===== src/rtl/mulaw_pkg.sv =====
package mulaw_pkg;
  localparam int DEF_LIN_W  = 14;
  localparam int DEF_SEG_W  = 3;
  localparam int DEF_MANT_W = 4;
  localparam int DEF_BIAS   = 33;

  function automatic int mag_limit(input int lin_w);
    return (1 << (lin_w - 1)) - 1;
  endfunction
endpackage


===== src/rtl/mulaw_seg_find.sv =====
module mulaw_seg_find #(
  parameter int SEG_W = 3,
  localparam int NSEG = 1 << SEG_W
) (
  input  logic [NSEG-1:0]  lead_i,
  output logic [SEG_W-1:0] seg_o
);
  // Priority search: the highest set bit names the segment.
  always_comb begin
    seg_o = '0;
    for (int s = 0; s < NSEG; s++) begin
      if (lead_i[s]) seg_o = SEG_W'(s);
    end
  end
endmodule


===== src/rtl/mulaw_encoder.sv =====
module mulaw_encoder import mulaw_pkg::*; #(
  parameter int LIN_W  = DEF_LIN_W,
  parameter int SEG_W  = DEF_SEG_W,
  parameter int MANT_W = DEF_MANT_W,
  parameter int BIAS   = DEF_BIAS,
  localparam int CODE_W  = 1 + SEG_W + MANT_W,
  localparam int MAG_W   = LIN_W - 1,
  localparam int LEAD0   = MANT_W + 1,
  localparam int MAG_MAX = mag_limit(LIN_W)
) (
  input  logic              clk,
  input  logic              rst,
  input  logic              valid_i,
  input  logic [LIN_W-1:0]  sample_i,
  output logic              valid_o,
  output logic [CODE_W-1:0] code_o
);
  logic              neg;
  logic [LIN_W-1:0]  mag;
  logic [LIN_W:0]    biased;
  logic [MAG_W-1:0]  clipped;
  logic [SEG_W-1:0]  seg;
  logic [MANT_W-1:0] mant;
  logic [CODE_W-1:0] code_next;

  always_comb begin
    neg     = sample_i[LIN_W-1];
    mag     = neg ? (~sample_i + 1'b1) : sample_i;
    biased  = {1'b0, mag} + (LIN_W+1)'(BIAS);
    clipped = (biased > (LIN_W+1)'(MAG_MAX)) ? MAG_W'(MAG_MAX) : biased[MAG_W-1:0];
  end

  mulaw_seg_find #(.SEG_W(SEG_W)) u_seg_find (
    .lead_i (clipped[MAG_W-1:LEAD0]),
    .seg_o  (seg)
  );

  always_comb begin
    mant      = MANT_W'((clipped >> seg) >> 1);
    code_next = ~{neg, seg, mant};
  end

  always_ff @(posedge clk) begin
    if (rst) begin
      valid_o <= 1'b0;
      code_o  <= '0;
    end else begin
      valid_o <= valid_i;
      if (valid_i) code_o <= code_next;
    end
  end

  AST_ENC_LATENCY: assert property (@(posedge clk) disable iff (rst)
    valid_i |=> valid_o);
  AST_ENC_IDLE: assert property (@(posedge clk) disable iff (rst)
    !valid_i |=> !valid_o);
  AST_ENC_HOLD: assert property (@(posedge clk) disable iff (rst)
    !valid_i |=> $stable(code_o));
  AST_ENC_ZERO: assert property (@(posedge clk) disable iff (rst)
    (valid_i && sample_i == '0) |=> code_o == '1);
  AST_ENC_SAT_POS: assert property (@(posedge clk) disable iff (rst)
    (valid_i && sample_i == {1'b0, {(LIN_W-1){1'b1}}}) |=> code_o == {1'b1, {(CODE_W-1){1'b0}}});
  AST_ENC_SAT_NEG: assert property (@(posedge clk) disable iff (rst)
    (valid_i && sample_i == {1'b1, {(LIN_W-1){1'b0}}}) |=> code_o == '0);
endmodule


===== src/rtl/mulaw_decoder.sv =====
module mulaw_decoder import mulaw_pkg::*; #(
  parameter int LIN_W  = DEF_LIN_W,
  parameter int SEG_W  = DEF_SEG_W,
  parameter int MANT_W = DEF_MANT_W,
  parameter int BIAS   = DEF_BIAS,
  localparam int CODE_W = 1 + SEG_W + MANT_W
) (
  input  logic              clk,
  input  logic              rst,
  input  logic              valid_i,
  input  logic [CODE_W-1:0] code_i,
  output logic              valid_o,
  output logic [LIN_W-1:0]  sample_o
);
  logic [CODE_W-1:0] u;
  logic [SEG_W-1:0]  seg;
  logic [MANT_W-1:0] mant;
  logic [LIN_W-1:0]  base;
  logic [LIN_W-1:0]  mag;
  logic [LIN_W-1:0]  sample_next;

  always_comb begin
    u           = ~code_i;
    seg         = u[CODE_W-2 -: SEG_W];
    mant        = u[MANT_W-1:0];
    base        = LIN_W'({mant, 1'b0}) + LIN_W'(BIAS);
    mag         = (base << seg) - LIN_W'(BIAS);
    sample_next = u[CODE_W-1] ? (~mag + 1'b1) : mag;
  end

  always_ff @(posedge clk) begin
    if (rst) begin
      valid_o  <= 1'b0;
      sample_o <= '0;
    end else begin
      valid_o <= valid_i;
      if (valid_i) sample_o <= sample_next;
    end
  end

  AST_DEC_LATENCY: assert property (@(posedge clk) disable iff (rst)
    valid_i |=> valid_o);
  AST_DEC_HOLD: assert property (@(posedge clk) disable iff (rst)
    !valid_i |=> ($stable(sample_o) && !valid_o));
  AST_DEC_SIGN_POS: assert property (@(posedge clk) disable iff (rst)
    (valid_i && code_i[CODE_W-1]) |=> !sample_o[LIN_W-1]);
  AST_DEC_SIGN_NEG: assert property (@(posedge clk) disable iff (rst)
    (valid_i && !code_i[CODE_W-1] && code_i[CODE_W-2:0] != '1) |=> sample_o[LIN_W-1]);
  AST_DEC_NEG_ZERO: assert property (@(posedge clk) disable iff (rst)
    (valid_i && code_i == {1'b0, {(CODE_W-1){1'b1}}}) |=> sample_o == '0);
endmodule


===== src/rtl/mulaw_compander.sv =====
module mulaw_compander import mulaw_pkg::*; #(
  parameter int LIN_W  = DEF_LIN_W,
  parameter int SEG_W  = DEF_SEG_W,
  parameter int MANT_W = DEF_MANT_W,
  parameter int BIAS   = DEF_BIAS,
  localparam int CODE_W = 1 + SEG_W + MANT_W
) (
  input  logic              clk,
  input  logic              rst,
  input  logic              enc_valid_i,
  input  logic [LIN_W-1:0]  enc_sample_i,
  output logic              enc_valid_o,
  output logic [CODE_W-1:0] enc_code_o,
  input  logic              dec_valid_i,
  input  logic [CODE_W-1:0] dec_code_i,
  output logic              dec_valid_o,
  output logic [LIN_W-1:0]  dec_sample_o
);
  mulaw_encoder #(
    .LIN_W(LIN_W), .SEG_W(SEG_W), .MANT_W(MANT_W), .BIAS(BIAS)
  ) u_encoder (
    .clk      (clk),
    .rst      (rst),
    .valid_i  (enc_valid_i),
    .sample_i (enc_sample_i),
    .valid_o  (enc_valid_o),
    .code_o   (enc_code_o)
  );

  mulaw_decoder #(
    .LIN_W(LIN_W), .SEG_W(SEG_W), .MANT_W(MANT_W), .BIAS(BIAS)
  ) u_decoder (
    .clk      (clk),
    .rst      (rst),
    .valid_i  (dec_valid_i),
    .code_i   (dec_code_i),
    .valid_o  (dec_valid_o),
    .sample_o (dec_sample_o)
  );
endmodule


===== config.mk =====
export PLATFORM = sky130hd
export DESIGN_NAME = mulaw_compander
export DESIGN_NICKNAME = d
export VERILOG_FILES = /design/src/rtl/mulaw_pkg.sv /design/src/rtl/mulaw_seg_find.sv /design/src/rtl/mulaw_encoder.sv /design/src/rtl/mulaw_decoder.sv /design/src/rtl/mulaw_compander.sv
export SDC_FILE = /design/constraint.sdc
export NUM_CORES = 1
export LEC_CHECK = 0
export ABC_AREA = 1
export ABC_CLOCK_PERIOD_IN_PS = 3860
export BUFFER_PORTS_ARGS = -buffer_cell sky130_fd_sc_hd__buf_2
export CAP_MARGIN = 0
export CORE_ASPECT_RATIO = 1.25
export CORE_MARGIN = 1
export CORE_UTILIZATION = 35
export CTS_CLUSTER_DIAMETER = 60
export DETAILED_ROUTE_END_ITERATION = 6
export SETUP_SLACK_MARGIN = 0.5
export SLEW_MARGIN = 10
export SYNTH_ARGS = -nofsm -noshare
export SYNTH_HDL_FRONTEND = slang
export SYNTH_HIERARCHICAL = 1
export SYNTH_SLANG_ARGS = --single-unit

===== constraint.sdc =====
create_clock -name clk -period 3.86 [get_ports clk]
set_clock_uncertainty 0.1 [all_clocks]
set_input_delay 0.193 -clock clk [delete_from_list [all_inputs] [get_ports clk]]
set_output_delay 0.193 -clock clk [all_outputs]
set_load 0.02 [all_outputs]

==> results of run 1 <==
-- per-layer routing --
| metal | share of wire (%) | up-vias | global-route usage (%) |
|---|---|---|---|
| met3 | 1.8 | 16 | 1.304 |
| met5 | 0 | - | 0 |
| li1 | - | 1767 | - |
| met4 | 1.8 | 0 | 3.095 |
| met1 | 41 | 1516 | 17.97 |
| met2 | 56 | 52 | 36.17 |
-- per-stage QoR --
step,worst slack (ps),area (µm²)
final,729.1,3670
after floorplan,544.5,3132
after global routing,415.9,3670
after detailed placement,88.01,3420
after global placement,240.0,3420
after CTS,518.4,3505
-- worst max-delay path by stage --
| stage | cells after the start | from | slack [ps] | endpoint |
|---|---|---|---|---|
| 6_report | 33 | enc_sample_i[0] | 730 | u_encoder/code_o[0] |
| 5_1_grt | 37 | enc_sample_i[0] | 420 | u_encoder/code_o[2] |
| 3_5_place_dp | 31 | enc_sample_i[0] | 90 | u_encoder/code_o[0] |
| 3_3_place_gp | 31 | enc_sample_i[0] | 240 | u_encoder/code_o[0] |
| 2_1_floorplan | 31 | enc_sample_i[0] | 540 | u_encoder/code_o[0] |
| 4_1_cts | 32 | enc_sample_i[0] | 520 | u_encoder/code_o[0] |
-- layout by cell type, fill, tap and decap left out, drive strengths merged --
| cell type | count |
|---|---|
| a21oi | 25 |
| nand3 | 68 |
| clkbuf | 3 |
| xor2 | 4 |
| clkinv | 1 |
| inv | 80 |
| nand3b | 6 |
| bufinv | 1 |
| o21bai | 3 |
| nor3 | 2 |
| a22oi | 1 |
| o31ai | 1 |
| o211ai | 3 |
| ha | 7 |
| buf | 60 |
| nand2 | 173 |
| o21ai | 31 |
| nand4 | 16 |
| nor2 | 59 |
| xnor2 | 3 |
| dfxtp | 24 |
-- sequential cells by signal, indices dropped and copies added, names as in the netlist --
name	count
u_encoder/valid_o	1
u_decoder/valid_o	1
u_decoder/sample_o	14
u_encoder/code_o	8
-- power breakdown --
part	total [µW]	internal, µW	switching, µW
clock network	219	139	80.4
registers	280	269	10.7
logic	457	158	300
total	957	566	391
-- what timing repair did --
item                       CTS  global route
pin swaps                    1            15
buffers inserted             1             7
gates cloned                 0             0
setup endpoints to repair    3             4
hold buffers                 0             0
gates resized for setup      2            32
-- layout make-up --
class | count | area (µm²)
Clock buffer | 3 | 41.29
Tap cell | 120 | 150.1
Fill cell | 936 | 5031
Timing Repair Buffer | 60 | 341.6
Clock inverter | 1 | 30.03
Inverter | 81 | 321.6
Multi-Input combinational cell | 402 | 2305
Sequential cell | 24 | 480.5
==> metrics.txt, run 1 <==
critical path's slowest cell=ha_4; die extent in x=86.61 µm; Port Buffer Count=49; r2r endpoint=u_decoder/sample_o[5]; achievable clock frequency=319.4 MHz; Slew Viols, Final=0; Max-slew headroom=75.10%; drt via density=4.849; maximum vdd ir drop=0.0001385 V; GR Overflow Total=0; drt first pass iters=4; Crit. End Element=flop; Pleak=0.001920 µW; routability cong.=0.8232; first-pass GRT wire length=13,250 µm; hold path depth=2; Final period util=81.11%; most frequent cell on the critical path=nand2_1; beginning of the worst register-to-register path=u_decoder/sample_o[5]; critical path fanouts, max=7; Routed Antenna Nets=0; clk_lat worst skew=270 ps; Worst Tran Pin Value=373.4 ps; Worst-path clk slew=90 ps; R2R cell count=4; Final Hold Violating Endpoints=0; Final Core Density=42.18%; ant diodes=0; CP bufs+invs=7; IO Pins=50; core area=8701 µm²; full die area=9333 µm²; initial core utilization=35.99%; Non-Filler Instances=691; worst hold path type=input port to flop; reg2reg setup slack=3100 ps; RSZ-0062 raised after global routing=false; Setup-failing EPs final=0; initial drt markers=116; CP Data Arrival Time=3230 ps; CP delay by family, top=simple AND/OR/NAND/NOR gates; startpoint type of the worst setup path=input port; post-DP HPWL=6248 µm; Synth Warn #=6; Num CTS Buffers=3; MaxCap Viol Count=0; TNS Setup=0 ps; placed cell count=679; power per cell area=260.7 nW/µm²; syn_area_per_cell=6.011 µm²; Cells after Synth=521; Rows=38; status=complete, no violations; Area growth syn-to-layout=17.18%; htree depth=1; GRT Total Usage=17.15%; layout cells sized above 1=30.47%; Min Clock Period, post-route=3131 ps; Die Y=107.8 µm; largest net degree at the start of global routing=25; Net Count, Synth=554; CTS sink cnt=24; WL final=7936 µm; min-delay src=rst; vias in the first global route=3,101; vias post-DR=3,351; clk root buf=clkbuf_8; DRC viols=0; Mapped Area=3132 µm²; initial antenna violation count=0; WL per Instance=11.48 µm; Clock Path Buffers=2; crit-path max cell delay=260 ps; Final Power=956.5 µW; Crit path required time=3960 ps; WHS Endpoint=u_encoder/code_o[3]; nets@finish=605; Min Hold Slack=127.5 ps; critical path class=input port to flop; CTS tree=built
No activity file was read; power rests on OpenSTA's default activity.
==> run 2, diff against run 1 <==
Settings changed: ABC_CLOCK_PERIOD_IN_PS 3860 to 3200.
Clock period 3.86 ns to 3.2 ns, I/O delays scaled along.
==> metrics.txt, run 2 (synthesis results as in run 1) <==
status=complete, no violations (unchanged); maximum vdd ir drop=0.0002215 V (was 0.0001385 V); nets@finish=615 (was 605); min-delay src=rst (unchanged); Setup crit end=u_encoder/code_o[1] (was u_encoder/code_o[0]); CP Data Arrival Time=2960 ps (was 3230 ps); GRT Total Usage=17.18% (was 17.15%); Setup-failing EPs final=0 (unchanged); post-DP HPWL=6448 µm (was 6248 µm); Final Hold Violating Endpoints=0 (unchanged); initial antenna violation count=0 (unchanged); critical path class=input port to flop (unchanged); critical path's slowest cell=ha_4 (unchanged); Pleak=0.001980 µW (was 0.001920 µW); most frequent cell on the critical path=nand2_1 (unchanged); most common cell after layout, fill and taps aside=nand2_1 (unchanged); power per cell area=314.0 nW/µm² (was 260.7 nW/µm²); full die area=9333 µm² (unchanged); Num CTS Buffers=3 (unchanged); ant diodes=0 (unchanged); Crit. End Element=flop (unchanged); Regs by FF count=u_decoder/sample_o (14), u_encoder/code_o (8) (unchanged); Seq pwr share=28.2% (was 29.3%); Min Clock Period, post-route=2862 ps; commonest cells after routing, fill and taps aside=125 x nand2_1, 58 x inv_1, 54 x nand3_1 (was 127 x nand2_1, 59 x inv_1, 55 x nand3_1); beginning of the worst register-to-register path=u_encoder/code_o[3] (was u_decoder/sample_o[5]); Final Power=1196 µW (was 956.5 µW); Final period util=89.44%; area of the multi-input gates=2326 µm² (was 2305 µm²); Worst Tran Pin Value=366.0 ps (was 373.4 ps); Clock Path Buffers=2 (unchanged); drt via density=4.857 (was 4.849); CP delay by family, top=simple AND/OR/NAND/NOR gates (unchanged); GR Overflow Total=0 (unchanged); Routed Antenna Nets=0 (unchanged); Internal=710.0 µW (was 565.9 µW); htree depth=1 (unchanged); achievable clock frequency=349.4 MHz; Worst Setup SP=enc_sample_i[0] (unchanged); clk_lat worst skew=260 ps (was 270 ps); r2r endpoint=u_encoder/code_o[3] (was u_decoder/sample_o[5]); Area growth syn-to-layout=21.61% (was 17.18%); DRC viols=0 (unchanged); WL final=7861 µm (was 7936 µm); CTS tree=built (unchanged); layout cells sized above 1=32.70% (was 30.47%); startpoint type of the worst setup path=input port (unchanged); Top reg by flops=u_decoder/sample_o (unchanged); MaxCap Viol Count=0 (unchanged); crit-path max cell delay=260 ps (about the same); WL per Instance=11.21 µm (was 11.48 µm); register area=480.5 µm² (unchanged); Crit path required time=3300 ps (was 3960 ps); R2R cell count=4 (unchanged); CP bufs+invs=6 (was 7); Fill cells=919 (was 936); vias in the first global route=3,198 (was 3,101); TNS Setup=0 ps (unchanged); Worst path depth=32 (was 33); Slew Viols, Final=0 (unchanged); IO Pins=50 (unchanged); routability cong.=0.9294 (was 0.8232); RSZ-0062 raised after global routing=true (was false); drt first pass iters=4 (unchanged); clk root buf=clkbuf_8 (unchanged); sw frac=40.63% (was 40.84%); largest net degree at the start of global routing=25 (unchanged); Comb power frac=49.4% (was 47.8%); worst hold path type=input port to flop (unchanged); CTS sink cnt=24 (unchanged); Rows=38 (unchanged); first-pass GRT wire length=13,240 µm (was 13,250 µm); vias post-DR=3,405 (was 3,351); Max-slew headroom=75.57% (was 75.10%); Die Y=107.8 µm (unchanged); core area=8701 µm² (unchanged); P_sw=485.9 µW (was 390.7 µW); Min Hold Slack=79.09 ps (was 127.5 ps); Port Buffer Count=49 (unchanged); initial core utilization=35.99% (unchanged); part of the power in the clock network=22.4% (was 22.9%); reg2reg setup slack=2420 ps (was 3100 ps); critical path fanouts, max=5 (was 7); initial drt markers=100 (was 116); Worst-path clk slew=90 ps (about the same); die extent in x=86.61 µm (unchanged); max FFs per register=14 (unchanged)
[run 2: changes by cell type in the layout (fill, tap and decap cells not counted), moves of 2 or more]
| cell | previous run | this run |
|---|---|---|
| buf_4 | 10 | 16 |
| nand2_1 | 127 | 125 |
| a21oi_2 | 1 | 3 |
| a21oi_1 | 23 | 21 |
| buf_6 | 1 | 3 |
| nor2_1 | 42 | 44 |
| o21ai_0 | 21 | 19 |
[run 2: what timing repair did]
action | in CTS | in global routing
setup buffers | 4 | 2
endpoints found under the setup margin | 4 | 5
gates resized for setup | 20 | 9
cloned | 1 | 0
pin swaps | 12 | 3
hold buffers | 0 | 0
[run 2: power by group through the flow]
stage	logic (µW)	clock network (µW)	registers (µW)
detailed placement	551	0	344
global route	657	288	341
CTS	577	277	338
floorplan	387	0	376
finish	591	267	337
global placement	544	0	344
[run 2: per-stage QoR]
step | cell area (µm²) | setup slack [ps] | util (%) | cells
6_report | 3809 | 337.9 | 43.77 | 701
5_1_grt | 3809 | 89.36 | 43.77 | 701
4_1_cts | 3755 | 401.1 | 43.16 | 699
3_5_place_dp | 3591 | -28.30 | 41.27 | 690
3_3_place_gp | 3591 | 52.28 | 41.27 | 690
2_1_floorplan | 3231 | 261.1 | - | 521
[run 2: worst min-delay path by stage]
stage	to	cells after the start	slack [ps]
after floorplan	u_decoder/valid_o	1	130
after global placement	u_encoder/code_o[3]	2	370
after detailed placement	u_encoder/code_o[3]	2	370
after CTS	u_encoder/code_o[3]	2	70
after global routing	u_encoder/code_o[3]	2	90
final	u_encoder/code_o[3]	2	80
[run 2: area by class of cell]
class | count | area share [%]
tap | 120 | 3.942
clock inverter | 1 | 0.7884
timing repair inverter | 1 | 0.1314
timing repair buffer | 69 | 11.53
clock buffer | 3 | 1.084
inverter | 81 | 8.837
sequential | 24 | 12.61
multi-input combinational | 402 | 61.07
[run 2: metal layers]
metal	GRT usage (%)	part of all wire (%)
met1	18.14	40
met2	35.32	55
met3	1.074	2.6
met4	5.000	1.8
met5	0	0
==> run 3, diff against run 2 <==
Settings changed: ABC_CLOCK_PERIOD_IN_PS 3200 to not set, RECOVER_POWER set to 25.
Clock period 3.2 ns to 3.45 ns, I/O delays scaled along.
==> metrics.txt, run 3 (synthesis results as in run 1) <==
commonest cells after routing, fill and taps aside=122 x nand2_1, 59 x inv_1, 53 x nand3_1 (was 125 x nand2_1, 58 x inv_1, 54 x nand3_1); Die Y=107.8 µm (unchanged); Port Buffer Count=49 (unchanged); Top reg by flops=u_decoder/sample_o (unchanged); MaxCap Viol Count=0 (unchanged); largest net degree at the start of global routing=25 (unchanged); Final period util=86.86%; Final Core Density=43.21% (was 43.77%); Internal=644.2 µW (was 710.0 µW); worst hold path type=input port to flop (unchanged); WL per Instance=11.20 µm (was 11.21 µm); Area growth syn-to-layout=20.06% (was 21.61%); Min Clock Period, post-route=2997 ps; Crit path required time=3550 ps (was 3300 ps); Setup WS post-layout=453.2 ps (was 337.9 ps); power per cell area=290.2 nW/µm² (was 314.0 nW/µm²); P_sw=446.8 µW (was 485.9 µW); post-DP HPWL=6351 µm (was 6448 µm); achievable clock frequency=333.7 MHz; htree depth=1 (unchanged); pre-CTS setup slack=76.14 ps (was -28.30 ps); GRT Total Usage=17.29% (was 17.18%); Worst Setup SP=enc_sample_i[0] (unchanged); Num CTS Buffers=3 (unchanged); Regs by FF count=u_decoder/sample_o (14), u_encoder/code_o (8) (unchanged); RSZ-0062 raised after global routing=true (unchanged); startpoint type of the worst setup path=input port (unchanged); register area=480.5 µm² (unchanged); crit-path max cell delay=250 ps (was 260 ps); hold-fix buffer count after cts=0 (unchanged); layout cells sized above 1=31.06% (was 32.70%); max FFs per register=14 (unchanged); most common cell after layout, fill and taps aside=nand2_1 (unchanged); Setup-failing EPs final=0 (unchanged); Routed Antenna Nets=0 (unchanged); core area=8701 µm² (unchanged); first-pass GRT wire length=13,320 µm (was 13,240 µm); vias post-DR=3,310 (was 3,405); Comb power frac=48.7% (was 49.4%); initial core utilization=35.99% (unchanged); clk_lat worst skew=270 ps (was 260 ps); CP Data Arrival Time=3100 ps (was 2960 ps); drt first pass iters=4 (unchanged); Worst Tran Pin Value=885.8 ps (was 366.0 ps); Pleak=0.001920 µW (was 0.001980 µW); Final Hold Violating Endpoints=0 (unchanged); GR Overflow Total=0 (unchanged); maximum vdd ir drop=0.0001587 V (was 0.0002215 V); critical path fanouts, max=7 (was 5); Rows=38 (unchanged); initial antenna violation count=0 (unchanged); routability cong.=0.8954 (was 0.9294); nets@finish=607 (was 615); critical path's slowest cell=ha_4 (unchanged); WL final=7761 µm (was 7861 µm); part of the power in the clock network=22.6% (was 22.4%); critical path class=input port to flop (unchanged); initial drt markers=149 (was 100); status=complete, no violations (unchanged); CTS sink cnt=24 (unchanged); sw frac=40.95% (was 40.63%); Slew Viols, Final=0 (unchanged); Crit. End Element=flop (unchanged); min-delay src=rst (unchanged); ant diodes=0 (unchanged); DRC viols=0 (unchanged); full die area=9333 µm² (unchanged); Max-slew headroom=40.95% (was 75.57%); Fill cells=947 (was 919); Clock Path Buffers=2 (unchanged); area of the multi-input gates=2357 µm² (was 2326 µm²); clk root buf=clkbuf_8 (unchanged); beginning of the worst register-to-register path=u_encoder/code_o[0] (was u_encoder/code_o[3]); Seq pwr share=28.7% (was 28.2%); TNS Setup=0 ps (unchanged); vias in the first global route=3,153 (was 3,198); IO Pins=50 (unchanged); Min Hold Slack=112.8 ps (was 79.09 ps); die extent in x=86.61 µm (unchanged); CTS tree=built (unchanged); Worst-path clk slew=90 ps (about the same); drt via density=4.776 (was 4.857)
==> run 3: layout make-up <==
type,instances,share of cell area (%)
clock buffers,3,1.098
flip-flops and latches,24,12.78
multi-input cells,402,62.70
clock inverters,1,0.7987
inverters,81,9.085
well taps,120,3.993
repair buffers,62,9.551
==> run 3: final timing paths <==
check	slack, ps	end	cells past startpoint
min reg2reg	420	u_encoder/code_o[6]	2
max reg2reg	2660	u_encoder/code_o[0]	2
min	110	u_encoder/code_o[3]	2
max	450	u_encoder/code_o[0]	33
==> run 3: routing by layer <==
metal | track usage [%] | share of wire, % | up-vias
met5 | 0 | 0 | -
met4 | 5.119 | 1.6 | 0
met3 | 2.071 | 2.9 | 8
met2 | 34.52 | 54 | 56
met1 | 18.47 | 41 | 1478
li1 | - | - | 1768
==> run 3: power groups by stage <==
stage / registers, µW / logic [µW] / clock network, µW
6_report: 313 / 532 / 246
5_1_grt: 316 / 598 / 265
4_1_cts: 313 / 506 / 253
3_5_place_dp: 319 / 501 / 0
3_3_place_gp: 319 / 497 / 0
2_1_floorplan: 349 / 359 / 0
==> run 3: what timing repair did <==
action / 4_1_cts / 5_1_grt
pin swaps: 1 / 22
gates resized for setup: 4 / 32
endpoints found under the setup margin: 4 / 4
endpoints found under the hold margin: 0 / 0
buffers inserted: 0 / 6
==> run 3: worst max-delay path, delay by kind of cell <==
family	cells	cell delay, ps
compound gates	4	570
fa+ha+maj	2	390
buf+inv	7	510
simple gates	20	1450
==> run 3: per-stage QoR <==
stage,power (µW),cell area (µm²),cells
floorplan,707.5,3231,521
global placement,816.5,3538,683
detailed placement,820.2,3538,683
CTS,1072,3625,687
global route,1179,3760,693
finish,1091,3760,693
